## src/rtl/dma_irq_pkg.sv

```systemverilog
// Package: register offsets, source bit positions and derived masks for the
// DMA channel interrupt cause controller. Assumes a 32-bit register word.
package dma_irq_pkg;
    localparam int SRC_W = 32;

    localparam logic [11:0] OFF_INTCTL = 12'h004;
    localparam logic [11:0] OFF_STATUS = 12'h100;
    localparam logic [11:0] OFF_CLEAR  = 12'h108;
    localparam logic [11:0] OFF_ENABLE = 12'h110;

    localparam int POS_EOB       = 0;
    localparam int POS_EVWR_ERR  = 1;
    localparam int POS_DRD_ERR   = 9;
    localparam int POS_DATRD_ERR = 10;
    localparam int POS_DATWR_ERR = 11;
    localparam int POS_BAD_DESC  = 14;
    localparam int POS_RST_DONE  = 15;

    // Build the mask of error-group positions.
    function automatic logic [SRC_W-1:0] err_mask_f();
        logic [SRC_W-1:0] m;
        m = '0;
        m[POS_EVWR_ERR]  = 1'b1;
        m[POS_DRD_ERR]   = 1'b1;
        m[POS_DATRD_ERR] = 1'b1;
        m[POS_DATWR_ERR] = 1'b1;
        m[POS_BAD_DESC]  = 1'b1;
        return m;
    endfunction

    // Build the mask of every implemented position.
    function automatic logic [SRC_W-1:0] impl_mask_f();
        logic [SRC_W-1:0] m;
        m = err_mask_f();
        m[POS_EOB]      = 1'b1;
        m[POS_RST_DONE] = 1'b1;
        return m;
    endfunction

    localparam logic [SRC_W-1:0] ERR_MASK  = err_mask_f();
    localparam logic [SRC_W-1:0] IMPL_MASK = impl_mask_f();
endpackage

```

## src/rtl/dma_irq_regs.sv

```systemverilog
// Register file: decodes writes to the enable, control and clear offsets and
// muxes read data. Assumes a single-cycle write strobe; reads are combinational.
module dma_irq_regs
    import dma_irq_pkg::*;
#(
    parameter int ADDR_W = 12,
    parameter int MODE_W = 4
) (
    input  logic              clk,
    input  logic              rst_n,
    input  logic              we_i,
    input  logic [ADDR_W-1:0] addr_i,
    input  logic [SRC_W-1:0]  wdata_i,
    input  logic [SRC_W-1:0]  status_i,
    output logic [SRC_W-1:0]  enable_o,
    output logic [SRC_W-1:0]  clr_o,
    output logic              wired_o,
    output logic [SRC_W-1:0]  rdata_o
);
    localparam logic [ADDR_W-1:0] A_CTL = ADDR_W'(OFF_INTCTL);
    localparam logic [ADDR_W-1:0] A_ST  = ADDR_W'(OFF_STATUS);
    localparam logic [ADDR_W-1:0] A_EN  = ADDR_W'(OFF_ENABLE);
    localparam logic [ADDR_W-1:0] A_CLR = ADDR_W'(OFF_CLEAR);

    logic [SRC_W-1:0]  enable_q;
    logic [MODE_W-1:0] mode_q;
    logic              wr_en, wr_ctl, wr_clr;

    // Decode write strobes per offset.
    always_comb begin
        wr_en  = we_i && (addr_i == A_EN);
        wr_ctl = we_i && (addr_i == A_CTL);
        wr_clr = we_i && (addr_i == A_CLR);
    end

    // Enable word holds only implemented positions.
    always_ff @(posedge clk) begin
        if (!rst_n)      enable_q <= '0;
        else if (wr_en)  enable_q <= wdata_i & IMPL_MASK;
    end

    // Interrupt-control word keeps the low mode bits.
    always_ff @(posedge clk) begin
        if (!rst_n)      mode_q <= '0;
        else if (wr_ctl) mode_q <= wdata_i[MODE_W-1:0];
    end

    // Clear strobe vector toward the status bank.
    always_comb clr_o = wr_clr ? (wdata_i & IMPL_MASK) : '0;

    // Read mux; clear word and unmapped offsets read zero.
    always_comb begin
        rdata_o = '0;
        if (addr_i == A_ST)       rdata_o = status_i;
        else if (addr_i == A_EN)  rdata_o = enable_q;
        else if (addr_i == A_CTL) rdata_o = SRC_W'(mode_q);
    end

    assign enable_o = enable_q;
    assign wired_o  = mode_q[0];

    AST_MODE_HOLD: assert property (@(posedge clk) disable iff (!rst_n)
        !(we_i && addr_i == A_CTL) |=> $stable(mode_q));
    AST_EN_HOLD: assert property (@(posedge clk) disable iff (!rst_n)
        !(we_i && addr_i == A_EN) |=> $stable(enable_q));
endmodule

```

## src/rtl/dma_irq_status.sv

```systemverilog
// Sticky status bank: one flop per implemented source position, set by its
// event (or by the backlog input for end-of-block), cleared by the clear
// strobe; set wins. Unimplemented positions are tied to zero.
module dma_irq_status
    import dma_irq_pkg::*;
(
    input  logic             clk,
    input  logic             rst_n,
    input  logic [SRC_W-1:0] src_i,
    input  logic             backlog_i,
    input  logic [SRC_W-1:0] clr_i,
    output logic [SRC_W-1:0] status_o
);
    logic [SRC_W-1:0] set_vec;

    // Merge the backlog into the end-of-block set term.
    always_comb begin
        set_vec = src_i & IMPL_MASK;
        set_vec[POS_EOB] = src_i[POS_EOB] | backlog_i;
    end

    for (genvar i = 0; i < SRC_W; i++) begin : g_bit
        if (IMPL_MASK[i]) begin : g_impl
            logic q;
            // Sticky bit: set has priority over clear.
            always_ff @(posedge clk) begin
                if (!rst_n)          q <= 1'b0;
                else if (set_vec[i]) q <= 1'b1;
                else if (clr_i[i])   q <= 1'b0;
            end
            assign status_o[i] = q;
        end else begin : g_none
            assign status_o[i] = 1'b0;
        end
    end

    AST_SET_WINS: assert property (@(posedge clk) disable iff (!rst_n)
        (src_i[POS_DATRD_ERR] && clr_i[POS_DATRD_ERR]) |=> status_o[POS_DATRD_ERR]);
    AST_CLEAR_TAKES: assert property (@(posedge clk) disable iff (!rst_n)
        (clr_i[POS_RST_DONE] && !src_i[POS_RST_DONE]) |=> !status_o[POS_RST_DONE]);
    AST_BACKLOG_REFIRE: assert property (@(posedge clk) disable iff (!rst_n)
        backlog_i |=> status_o[POS_EOB]);
    AST_STICKY: assert property (@(posedge clk) disable iff (!rst_n)
        1'b1 |=> ((status_o & $past(status_o & ~clr_i)) == $past(status_o & ~clr_i)));
    AST_UNIMPL_ZERO: assert property (@(posedge clk) disable iff (!rst_n)
        (status_o & ~IMPL_MASK) == '0);
endmodule

```

## src/rtl/dma_irq_out.sv

```systemverilog
// Output stage: forms the active cause (status AND enable) and registers the
// wired level, the message pulse on a newly rising cause, and the error flag.
module dma_irq_out
    import dma_irq_pkg::*;
(
    input  logic             clk,
    input  logic             rst_n,
    input  logic [SRC_W-1:0] status_i,
    input  logic [SRC_W-1:0] enable_i,
    input  logic             wired_i,
    output logic             level_o,
    output logic             pulse_o,
    output logic             err_o
);
    logic [SRC_W-1:0] cause, cause_q;

    // Active cause.
    always_comb cause = status_i & enable_i;

    // Previous-cycle cause for rising detection.
    always_ff @(posedge clk) begin
        if (!rst_n) cause_q <= '0;
        else        cause_q <= cause;
    end

    // Registered interrupt outputs.
    always_ff @(posedge clk) begin
        if (!rst_n) begin
            level_o <= 1'b0;
            pulse_o <= 1'b0;
            err_o   <= 1'b0;
        end else begin
            level_o <= wired_i && (|cause);
            pulse_o <= !wired_i && (|(cause & ~cause_q));
            err_o   <= |(cause & ERR_MASK);
        end
    end

    AST_LEVEL_WIRED_ONLY: assert property (@(posedge clk) disable iff (!rst_n)
        level_o |-> $past(wired_i && (|(status_i & enable_i))));
    AST_PULSE_MSG_ONLY: assert property (@(posedge clk) disable iff (!rst_n)
        pulse_o |-> $past(!wired_i));
    AST_ERR_GROUP: assert property (@(posedge clk) disable iff (!rst_n)
        err_o |-> $past(|(status_i & enable_i & ERR_MASK)));
    AST_EXCL_MODES: assert property (@(posedge clk) disable iff (!rst_n)
        !(level_o && pulse_o));
endmodule

```

## src/rtl/dma_irq_ctrl.sv

```systemverilog
// Top: DMA channel interrupt cause controller. Connects the register file,
// the sticky status bank and the output stage. Assumes synchronous reset.
module dma_irq_ctrl
    import dma_irq_pkg::*;
#(
    parameter int ADDR_W = 12,
    parameter int MODE_W = 4
) (
    input  logic              clk,
    input  logic              rst_n,
    input  logic              reg_we_i,
    input  logic [ADDR_W-1:0] reg_addr_i,
    input  logic [31:0]       reg_wdata_i,
    output logic [31:0]       reg_rdata_o,
    input  logic [31:0]       src_evt_i,
    input  logic              evt_backlog_i,
    output logic              irq_level_o,
    output logic              irq_pulse_o,
    output logic              irq_err_o
);
    logic [SRC_W-1:0] status, enable, clr;
    logic             wired;

    dma_irq_regs #(.ADDR_W(ADDR_W), .MODE_W(MODE_W)) u_regs (
        .clk(clk), .rst_n(rst_n), .we_i(reg_we_i), .addr_i(reg_addr_i),
        .wdata_i(reg_wdata_i), .status_i(status), .enable_o(enable),
        .clr_o(clr), .wired_o(wired), .rdata_o(reg_rdata_o)
    );

    dma_irq_status u_status (
        .clk(clk), .rst_n(rst_n), .src_i(src_evt_i), .backlog_i(evt_backlog_i),
        .clr_i(clr), .status_o(status)
    );

    dma_irq_out u_out (
        .clk(clk), .rst_n(rst_n), .status_i(status), .enable_i(enable),
        .wired_i(wired), .level_o(irq_level_o), .pulse_o(irq_pulse_o),
        .err_o(irq_err_o)
    );
endmodule

```

## config.mk

```make
export PLATFORM = sky130hd
export DESIGN_NAME = dma_irq_ctrl
export DESIGN_NICKNAME = d
export VERILOG_FILES = /design/src/rtl/dma_irq_pkg.sv /design/src/rtl/dma_irq_regs.sv /design/src/rtl/dma_irq_status.sv /design/src/rtl/dma_irq_out.sv /design/src/rtl/dma_irq_ctrl.sv
export SDC_FILE = /design/constraint.sdc
export NUM_CORES = 1
export LEC_CHECK = 0
export BUFFER_PORTS_ARGS = -buffer_cell sky130_fd_sc_hd__buf_4
export CAP_MARGIN = 0
export CORE_MARGIN = 3
export CORE_UTILIZATION = 36
export DETAILED_ROUTE_END_ITERATION = 7
export GPL_ROUTABILITY_DRIVEN = 0
export HOLD_SLACK_MARGIN = 0.15
export PLACE_DENSITY = 0.8
export REMOVE_ABC_BUFFERS = 1
export SLEW_MARGIN = 10
export SYNTH_ARGS = -nofsm -noshare
export SYNTH_HDL_FRONTEND = slang
export SYNTH_SLANG_ARGS = --single-unit
export TNS_END_PERCENT = 50
```

## constraint.sdc

```tcl
create_clock -name clk -period 1.1 [get_ports clk]
set_input_delay 0.055 -clock clk [delete_from_list [all_inputs] [get_ports clk]]
set_output_delay 0.055 -clock clk [all_outputs]
set_load 0.05 [all_outputs]
```

After elaboration in Yosys (flattened, before gate mapping) --
Cells that the tools add are included.
Cells by class: shift operators 0, add/subtract/negate cells 0, divide/modulo/power cells 0, $lt $le $gt $ge 0, equality and inequality tests 4, muxes and demuxes 18, reduce and logical (&&, ||, !) cells 16, bitwise logic cells 4, multiply operators 0
Operators by type and width (count):
- 2-to-1 mux 32 bit | 2
- OR reduction 32 bit | 2
- == test 12 x 9 -> 1 bit (second input constant) | 3
- bitwise AND 32 bit | 1
- NOT 32 bit | 1
- bitwise AND 16 bit | 1
- 2-to-1 mux 16 bit | 1
- 2-to-1 mux 1 bit | 14
- nonzero test 2 bit | 7
- == test 12 x 3 -> 1 bit (second input constant) | 1
- logical AND 1 bit | 5
- OR reduction 5 bit | 1
- 2-to-1 mux 4 bit | 1
- zero test 1 bit | 1
- OR 1 bit | 1
Word-level totals: output and inout port bits 35, ROM bits 0, input bits 80, flip-flop bits (word level) 53, RAM bits 0, logic and storage cells 55, memories 0, latch bits 0

Depth between registers and ports, before layout --
Gate-level depths: netlist of run 1.
word-level depth 5, depth in mapped cells 5

Cells and area by module --
Synthesis of run 1 repeated with hierarchy kept, for this count alone.
Unflattened totals: cells, all modules 359, area, all modules 2986.6 µm²
Modules (own cells, without submodules):
- dma_irq_out | area an instance 1256.2 µm², cells each 140, instances 1
- dma_irq_regs | area an instance 1248.7 µm², cells each 165, instances 1
- dma_irq_status | area an instance 481.7 µm², cells each 54, instances 1

Worst setup path after synthesis of run 1 --
OpenSTA, ideal clock, no wires.
kind input -> output, start point input reg_addr_i[3], end point output reg_rdata_o[1], setup slack -454 ps, data required time 1045 ps, stages on the path 3, data arrival time 1499 ps, cells stage by stage nor4_4 o2111ai_1 a2bb2oi_1
Between the ends: longest elaborated chain between the ends 4
Ends and longest elaborated chain:
- from (decl) | RTL line dma_irq_ctrl.sv:12 | input logic [ADDR_W-1:0] reg_addr_i,
- == test 12 x 3 -> 1 bit | RTL line dma_irq_regs.sv:56 | else if (addr_i == A_CTL) rdata_o = SRC_W'(mode_q);
- 2-to-1 mux 4 bit | RTL line dma_irq_regs.sv:56
- 2-to-1 mux 32 bit | RTL line dma_irq_regs.sv:55 | else if (addr_i == A_EN) rdata_o = enable_q;
- 2-to-1 mux 32 bit (*) | RTL line dma_irq_regs.sv:54 | if (addr_i == A_ST) rdata_o = status_i;
- to (decl) | RTL line dma_irq_ctrl.sv:14 | output logic [31:0] reg_rdata_o,
Mark *: on every way between the ends. The rest lies on a longest branch, timed or not.

Final worst setup path of run 1 --
Ends and elaborated chain as after synthesis.

==> impl_metrics.csv, run 1 <==
group,metric,value,unit
place,placedCellCount,262,
critical_path,path_class,"input port to output pin",
logic_synthesis,synth_commonest_cells,"dfxtp_1 (28), nand2_1 (27), buf_4 (24)",
finish,nets,319,
logic_synthesis,synthCells,168,
route,drtAntennaViolNets,0,
critical_path,worstPathArrival,1160,ps
critical_path,cp-end-kind,"output pin",
finish,fin_area,2290,um2
power,power_frac_clock,29.2,%
logic_synthesis,yosysWarningCount,0,
power,p_seq_share,48.8,%
worst_hold_path,min_from,"reg_we_i",
finish,diodes,0,
critical_path,r2r_end,"u_out.level_o",
power,p_leak,1.03,nW
power,power.share.combinational,22.1,%
logic_synthesis,syn_area,1510,um2
route,detail_route.wirelength,4.26,mm
critical_path,cp_max_fo,3,
finish,fin_cells,286,
place,hpwl,2.61,mm
critical_path,cp-start-kind,"input port",
worst_hold_path,hold_path.class,"input port to flop",
logic_synthesis,synth_most_common_cell,"dfxtp_1",
logic_synthesis,async_flop_share,0,%
route,dr.pass1.iters,4,
logic_synthesis,synth.top_cell.area_share,37.1,%
die,dieArea,5020,um2
finish,nFillCells,301,
die,rows,22,
run_status,status,"finished with violations",
timing,max_freq,0.822,GHz
power,swShare,29.2,%
timing,rsz0062_at_grt,"yes",
timing,finalSetupTns,-613,ps
global_routing,antenna_found_initial,0,
cts,numCtsBuffers,3,
critical_path,crit_required,1040,ps
cts,cts.sinks,28,
run_status,violations,"negative setup slack",
finish,area_delta_synth_final,51.5,%
global_routing,grt-ovfl-total,0,
power,p_switching,0.000629,W
timing,finalHoldViolations,0,
cts,htree_levels,1,
critical_path,crit_top_cell,"buf_6",
die,core_area,3850,um2
place,place_ws,-182,ps
worst_hold_path,hold-path-endpoint,"u_regs.mode_q[0]",
critical_path,critical_path_buf_inv_count,4,
logic_synthesis,yosys.area.top_type,"dfxtp_1",
timing,skew,3.62,ps
timing,finalSetupViolCount,9,
route,vias_per_cell,5.07,
critical_path,r2r_setup_slack,20,ps
worst_hold_path,hold_path_depth,3,
die,initial_core_util,39.3,%
critical_path,r2r_cells,3,
critical_path,cpPeakStageDelay,290,ps
logic_synthesis,synth_edf_count,0,
logic_synthesis,ys_top_cells_by_area,"dfxtp_1 (37%), buf_4 (12%), mux2i_1 (11%)",
logic_synthesis,ys_ff_latch,28,
global_routing,grt_max_degree,37,
critical_path,cp_cell_sequence,"buf_6 -> nor4_4 -> buf_4 -> buf_6 -> o2111ai_2 -> a2bb2oi_2 -> buf_6",
global_routing,grt_pass1_wl,6.00,mm
place,post_dp_cell_area,1840,um2
die,fp.dieW,70.8,um
die,die_h,70.8,um
cts,cts_buffer_depth,2,
timing,period_share,111,%
power,ir_drop,454,uV
route,drc,0,
place,port_buffers,43,
global_routing,track_usage,14.4,%
logic_synthesis,synth.distinct_cells,34,
logic_synthesis,syn_avg_cell_area,9.00,um2
cts,cts_tree,"done",
logic_synthesis,synth_flop_cell,"dfxtp_1",
global_routing,grt_pass1_vias,1335,
route,num_vias,1449,
power,internal-power,0.00153,W
finish,fin_util,59.5,%
timing,slew_viol_final,0,
cts,clk-insertion-delay-late,270,ps
critical_path,cp_slowest_cell,"nor4_4",
route,initialDrtViolationCount,137,
timing,final.min_clock_period,1220,ps
critical_path,cp_top_family,"buffers and inverters",
timing,setup_slack,-116,ps
finish,drive_gt1_share,39.5,%
cts,cts_root_buffer,"clkbuf_8",
run,drv_cap,0,
cts,clk_pin_slew,90,ps
route,post_drt_wl_per_cell,14.9,um
die,ios,115,
logic_synthesis,yosysSeqAreaShare,37.1,%
critical_path,rr_startpoint,"u_status.g_bit[10].g_impl.q",
power,power.density,941,nW/um2
placed cells by master, fill, tap and decap left out, drive strengths merged:
cell type,netlist,final
dlygate4sd3,0,17
clkbuf,0,4
nand2,27,27
o22ai,2,2
nand4,4,4
conb,1,23
nor4,2,2
a22oi,1,1
inv,8,8
a31oi,7,7
buf,28,57
and2,5,5
o221ai,1,1
o21ai,6,6
a2bb2oi,2,2
and3,8,8
nand3,2,2
nand3b,1,1
nor4b,2,2
o2111ai,2,2
nor3,2,2
o21ba,1,1
and4,2,2
mux2i,16,16
o311a,1,1
o31ai,1,1
dfxtp,28,28
nor2,6,6
layout make-up:
| cell class | count | area [um2] | share of cell area, % |
|---|---|---|---|
| clock buffers | 4 | 55.1 | 2.40 |
| inverters | 8 | 30.0 | 1.31 |
| multi-input cells | 124 | 882 | 38.5 |
| flip-flops and latches | 28 | 576 | 25.1 |
| well taps | 48 | 60.1 | 2.62 |
| repair buffers | 74 | 689 | 30.1 |
layer usage:
metal | up-vias | routed length, um | global-route usage, % | part of all wire (%)
met4 | 0 | 136 | 6.26 | 3.2
met2 | 74 | 2200 | 25.3 | 52
met3 | 16 | 321 | 1.85 | 7.5
met1 | 674 | 1600 | 17.6 | 37
met5 | - | 0 | 0 | 0
li1 | 685 | - | - | -
cells by family (layout without fill, tap and decap cells):
kind of cell | after synthesis | in the layout | synth area share [%]
simple gates | 61 | 61 | 23.6
flops | 28 | 28 | 37.1
compound gates | 24 | 24 | 10.9
other cells | 1 | 23 | 0.248
buf+inv | 38 | 86 | 17.6
mux | 16 | 16 | 10.6
what timing repair did:
item                                    CTS  global route
pin swaps                                 4            12
buffers inserted                          1             2
endpoints found under the setup margin    9            10
hold buffers                             17             0
endpoints found under the hold margin    18             0
gates resized for setup                  11            44
worst max-delay path by stage:
stage	start	end	slack, ps	cells after the start
3_3_place_gp	reg_addr_i[3]	reg_rdata_o[15]	-190	5
6_report	reg_addr_i[3]	reg_rdata_o[1]	-120	7
2_1_floorplan	reg_addr_i[3]	reg_rdata_o[1]	-450	3
4_1_cts	reg_addr_i[0]	reg_rdata_o[0]	-160	6
3_5_place_dp	reg_addr_i[3]	reg_rdata_o[0]	-180	6
5_1_grt	u_regs.enable_o[10]	reg_rdata_o[10]	-190	4
state kept, by name, summed over array words and instances, names as in the netlist:
name,count
u_status.g_bit.g_impl.q,7
u_out.pulse_o,1
u_out.level_o,1
u_regs.enable_o,7
u_out.cause_q,7
u_out.err_o,1
u_regs.mode_q,4
per-stage QoR:
stage	hold slack (ps)	power (W)
floorplan	154	0.00130
global placement	250	0.00145
detailed placement	256	0.00145
CTS	175	0.00212
global route	187	0.00223
finish	168	0.00216
worst register-to-register path, cell delays in order, from the launching register on:
cell,delay [ps]
dfxtp_1,350
a22oi_1,190
nand4_1,180
o21ba_2,250
power groups by stage:
stage	clock, W	sequential (W)	combinational (W)
final	0.000629	0.00105	0.000476
after detailed placement	0	0.00107	0.000380
after CTS	0.000633	0.00105	0.000436
after global routing	0.000675	0.00105	0.000502
after floorplan	0	0.00107	0.000228
after global placement	0	0.00107	0.000375
(Power assumes the default switching activity.)
==> inputs of run 2 (changes only) <==
--- a/config.mk
+++ b/config.mk
@@ -9,11 +9,11 @@
 export CAP_MARGIN = 0
 export CORE_MARGIN = 3
 export CORE_UTILIZATION = 36
+export CTS_CLUSTER_DIAMETER = 50
 export DETAILED_ROUTE_END_ITERATION = 7
 export GPL_ROUTABILITY_DRIVEN = 0
 export HOLD_SLACK_MARGIN = 0.15
 export PLACE_DENSITY = 0.8
-export REMOVE_ABC_BUFFERS = 1
 export SLEW_MARGIN = 10
 export SYNTH_ARGS = -nofsm -noshare
 export SYNTH_HDL_FRONTEND = slang
==> run 2 against run 1 <==
  * Worst hold slack better by 17 ps
  * Die area did not move
  * Utilization up 1.7 points
  * Sequential cell count unchanged
  * First-iteration DRC count decreased by 50%
  * Worst setup slack improved by 8.7 ps
  * The flow still finishes with violations (negative setup slack)
  * Clock power grew 27%
  * Sequential power about the same
  * Final cell count unchanged
  * Wire length decreased by 9.5%
  * Fmax increased by 0.72%
  * Clock skew rose by 3.7 ps
==> impl_metrics.csv, run 2 (same netlist as run 1, synthesis figures left out) <==
group,metric,value,unit
run_status,status,"finished with violations",
run_status,violations,"negative setup slack",
critical_path,crit_required,1040,ps
finish,nets,319,
timing,setup_slack,-108,ps
finish,drive_gt1_share,40.8,%
die,dieArea,5020,um2
critical_path,cpPeakStageDelay,350,ps
critical_path,cp_cell_sequence,"buf_8 -> nor4_4 -> buf_4 -> nand4_1 -> a2bb2oi_4 -> buf_6",
timing,holdWs,186,ps
timing,rsz0062_at_grt,"yes",
route,detail_route.wirelength,3.85,mm
critical_path,cp-start-kind,"input port",
global_routing,track_usage,14.4,%
place,hpwl,2.48,mm
die,fp.dieW,70.8,um
cts,cts_buffer_depth,2,
die,core_area,3850,um2
die,die_h,70.8,um
die,ios,115,
timing,period_share,110,%
finish,final_common_cell,"buf_4",
global_routing,grt_pass1_wl,5.98,mm
critical_path,worstPathArrival,1150,ps
route,initialDrtViolationCount,68,
finish,mostFrequentLayoutCells,"buf_4 (38), nand2_1 (26), conb_1 (23), dfxtp_1 (19), dlygate4sd3_1 (17)",
critical_path,critical_path_buf_inv_count,3,
finish,diodes,0,
finish,area_delta_synth_final,55.7,%
power,p_leak,1.05,nW
die,rows,22,
cts,cts_root_buffer,"clkbuf_8",
route,drtAntennaViolNets,0,
global_routing,grt-ovfl-total,0,
place,port_buffers,43,
route,dr.pass1.iters,4,
global_routing,grt_max_degree,37,
route,post_drt_wl_per_cell,13.5,um
power,power.density,994,nW/um2
power,ir_drop,586,uV
timing,finalSetupViolCount,9,
critical_path,cp_max_fo,4,
global_routing,grt_pass1_vias,1310,
global_routing,antenna_found_initial,0,
route,vias_per_cell,4.79,
critical_path,cp_top_family,"simple AND/OR/NAND/NOR gates",
worst_hold_path,hold_path.class,"input port to flop",
timing,skew,7.30,ps
run,drv_cap,0,
cts,clk_pin_slew,100,ps
timing,max_freq,0.828,GHz
route,drc,0,
cts,numCtsBuffers,3,
route,num_vias,1370,
cts,clk-insertion-delay-late,270,ps
critical_path,path_class,"input port to output pin",
critical_path,cp_slowest_cell,"nor4_4",
finish,fin_util,61.1,%
timing,finalHoldViolations,0,
critical_path,cp-end-kind,"output pin",
cts,cts_tree,"done",
cts,cts.sinks,28,
die,initial_core_util,39.3,%
cts,htree_levels,1,
timing,slew_viol_final,0,
timing,final.min_clock_period,1210,ps
run 2: metrics by stage:
| stage | TNS, ps | total power, W | std cells | setup slack [ps] | instance area (um2) |
|---|---|---|---|---|---|
| detailed placement | -2940 | 0.00147 | 261 | -180 | 1920 |
| CTS | -376 | 0.00234 | 285 | -85.2 | 2310 |
| global placement | -2650 | 0.00146 | 261 | -155 | 1920 |
| finish | -563 | 0.00234 | 286 | -108 | 2360 |
| floorplan | -991 | 0.00140 | 190 | -125 | 1670 |
| global route | -1040 | 0.00243 | 286 | -153 | 2360 |
run 2: cell type report:
type / instances / area, um2
repair buffers: 74 / 693
fillers: 310 / 1500
multi-input cells: 124 / 930
clock buffers: 3 / 41.3
flip-flops and latches: 28 / 572
clock inverters: 1 / 30.0
inverters: 8 / 30.0
well taps: 48 / 60.1
run 2: final timing paths:
path	depth (start not counted)	slack (ps)	end	from
max	6	-110	reg_rdata_o[1]	reg_addr_i[7]
min	3	190	u_regs.mode_q[2]	reg_we_i
max reg2reg	4	10	u_out.pulse_o	u_regs.enable_o[1]
min reg2reg	2	470	u_regs.mode_q[3]	u_regs.mode_q[3]
run 2: worst min-delay path, stage by stage:
cell,delay [ps]
buf_4,130
nand4_2,150
mux2i_1,90
run 2: per-layer routing:
metal	vias up	global-route usage, %	part of all wire (%)
li1	683	-	-
met1	650	17.3	43
met2	35	26.0	52
met3	2	2.98	4.5
met4	0	4.18	0.73
met5	-	0	0
run 2: power by group:
group          internal [W]  switching, W
Combinational      0.000190      0.000300
Sequential          0.00103     0.0000238
Clock              0.000487      0.000309
Total               0.00171      0.000633
run 2: timing repair:
action	in CTS	in global routing
gates cloned	0	0
hold endpoints to repair	18	0
hold buffers	17	0
buffers inserted	4	1
setup endpoints to repair	9	12
pin swaps	8	4
gates resized for setup	37	9
==> inputs of run 3 (changes only) <==
--- a/config.mk
+++ b/config.mk
@@ -6,16 +6,17 @@
 export NUM_CORES = 1
 export LEC_CHECK = 0
 export BUFFER_PORTS_ARGS = -buffer_cell sky130_fd_sc_hd__buf_4
-export CAP_MARGIN = 0
+export CAP_MARGIN = 20
 export CORE_MARGIN = 3
-export CORE_UTILIZATION = 36
+export CORE_UTILIZATION = 39
 export CTS_CLUSTER_DIAMETER = 50
 export DETAILED_ROUTE_END_ITERATION = 7
 export GPL_ROUTABILITY_DRIVEN = 0
 export HOLD_SLACK_MARGIN = 0.15
-export PLACE_DENSITY = 0.8
+export PLACE_DENSITY = 0.73
 export SLEW_MARGIN = 10
 export SYNTH_ARGS = -nofsm -noshare
 export SYNTH_HDL_FRONTEND = slang
+export SYNTH_HIERARCHICAL = 1
 export SYNTH_SLANG_ARGS = --single-unit
 export TNS_END_PERCENT = 50
==> run 3 against run 2 <==
  * The run still ends with negative setup slack left
  * Register-to-register slack got worse by 260 ps
  * Clock skew shrank 5.5 ps
  * Sequential share of layout area is 4.0 points higher
  * Wire length rose by 73%
  * Sequential power grew 89%
  * Combinational power up 6.7%
  * Non-clock buffer count increased by 23
  * Fmax is 15% lower
  * Critical endpoint is now reg_rdata_o[14]
  * Highest routed layer unchanged
==> impl_metrics.csv, run 3 <==
group,metric,value,unit
run_status,status,"finished with violations",
run_status,violations,"negative setup slack",
logic_synthesis,yosysWarningCount,6,
run,drv_cap,0,
critical_path,cp_cell_sequence,"buf_8 -> nor4_4 -> nand3_4 -> nor3_4 -> buf_12 -> a22o_4 -> buf_8",
finish,nets,500,
critical_path,rr_startpoint,"u_status/g_bit[15].g_impl.q",
timing,slew_viol_final,0,
cts,cts_tree,"done",
die,dieArea,8230,um2
die,core_area,6870,um2
timing,setup_slack,-321,ps
timing,finalHoldViolations,0,
timing,holdWs,210,ps
global_routing,grt-ovfl-total,0,
critical_path,critical_path_buf_inv_count,3,
critical_path,path_depth,7,
finish,area_delta_synth_final,34.8,%
finish,largest_reg_flops,32,
cts,clk-insertion-delay-late,300,ps
route,post_drt_wl_per_cell,12.9,um
route,vias_per_cell,4.61,
critical_path,crit_required,1040,ps
route,dr.pass1.iters,4,
power,power_frac_clock,35.1,%
finish,fin_area,3770,um2
die,die_h,90.7,um
finish,nFillCells,626,
global_routing,grt_pass1_wl,11.2,mm
timing,final.min_clock_period,1420,ps
cts,numCtsBuffers,5,
critical_path,critPathLaunch,"reg_addr_i[6]",
place,port_buffers,43,
finish,final_common_cell,"buf_4",
global_routing,antenna_found_initial,0,
critical_path,worstPathArrival,1370,ps
finish,fin_cells,517,
critical_path,cpPeakStageDelay,330,ps
finish,drive_gt1_share,28.0,%
route,detail_route.wirelength,6.65,mm
global_routing,grt_pass1_vias,2476,
power,p_leak,1.68,nW
power,p_switching,0.000909,W
critical_path,cp_slowest_cell,"nor4_4",
timing,rsz0062_at_grt,"yes",
critical_path,cp_top_family,"simple AND/OR/NAND/NOR gates",
die,ios,115,
worst_hold_path,hold_path_depth,5,
critical_path,r2r_setup_slack,-250,ps
route,drtAntennaViolNets,0,
power,power.density,1030,nW/um2
critical_path,cp-start-kind,"input port",
power,power.share.combinational,13.4,%
timing,max_freq,0.704,GHz
power,power,0.00388,W
power,swShare,23.4,%
die,rows,30,
cts,cts_root_buffer,"clkbuf_8",
power,p_seq_share,51.5,%
die,initial_core_util,40.7,%
critical_path,r2r_cells,4,
logic_synthesis,syn_area,2800,um2
logic_synthesis,synthCells,334,
power,internal-power,0.00298,W
power,ir_drop,618,uV
timing,skew,1.79,ps
route,drc,0,
critical_path,cp_max_fo,8,
global_routing,track_usage,16.6,%
route,initialDrtViolationCount,121,
cts,htree_levels,2,
die,fp.dieW,90.7,um
finish,mostFrequentLayoutCells,"buf_4 (64), dfxtp_1 (50), conb_1 (50), nand2_1 (34), nor2_1 (27)",
cts,cts.sinks,53,
critical_path,cp-end-kind,"output pin",
critical_path,crit_top_cell,"buf_8",
global_routing,grt_max_degree,26,
place,hpwl,5.00,mm
cts,clk_pin_slew,90,ps
critical_path,path_class,"input port to output pin",
route,num_vias,2381,
finish,diodes,0,
timing,finalSetupViolCount,19,
worst_hold_path,hold_path.class,"input port to flop",
worst_hold_path,min_from,"reg_addr_i[6]",
timing,period_share,129,%
logic_synthesis,syn_avg_cell_area,8.38,um2
cts,cts_buffer_depth,2,
place,post_dp_cell_area,3330,um2
finish,fin_util,54.9,%
finish,top_register,"u_out/cause_q",
place,placedCellCount,487,
[run 3: what timing repair did]
item                                    4_1_cts  5_1_grt
gates resized for setup                      23        8
endpoints found under the setup margin       19       28
hold buffers                                 18        0
gates cloned                                  0        0
hold endpoints to repair                     19        0
setup buffers                                 3        1
pin swaps                                    10        5
[run 3: worst min-delay path: stages]
cell	delay, ps
buf_8	80
nor4_4	40
nand4_1	70
buf_4	140
o21ai_0	80
[run 3: cell type report]
class | instances | area, um2 | share of cell area (%)
clock buffer | 7 | 86.3 | 2.29
clock inverter | 1 | 30.0 | 0.796
inverter | 6 | 22.5 | 0.597
multi-input combinational | 257 | 1580 | 41.8
sequential | 53 | 1060 | 28.2
tap | 96 | 120 | 3.18
timing repair buffer | 97 | 872 | 23.1
[run 3: layer usage]
layer  vias to the layer above  share of wire [%]  wire length [um]  GRT usage (%)
met1                      1083                 43              2830           19.0
met4                         0                1.7               116           4.72
met2                        70                 51              3370           30.5
met5                         -                  0                 0              0
li1                       1217                  -                 -              -
met3                        11                5.0               330           3.75
[run 3: final timing paths]
check / endpoint
worst max-delay path: reg_rdata_o[14]
worst min-delay path: u_regs/mode_q[3]
worst max register to register: u_out/level_o
worst min register to register: u_regs/mode_q[3]
[run 3: stage by stage]
stage	TNS, ps	setup WS, ps
global route	-5620	-371
finish	-4520	-321
floorplan	-2540	-222
global placement	-6230	-392
CTS	-4150	-340
detailed placement	-6920	-432
[run 3: power groups by stage]
| stage | clock [W] | sequential [W] | combinational [W] |
|---|---|---|---|
| after floorplan | 0 | 0.00204 | 0.000386 |
| after global placement | 0 | 0.00204 | 0.000408 |
| after detailed placement | 0 | 0.00204 | 0.000413 |
| after CTS | 0.00137 | 0.00200 | 0.000474 |
| after global routing | 0.00146 | 0.00201 | 0.000579 |
| final | 0.00136 | 0.00200 | 0.000522 |
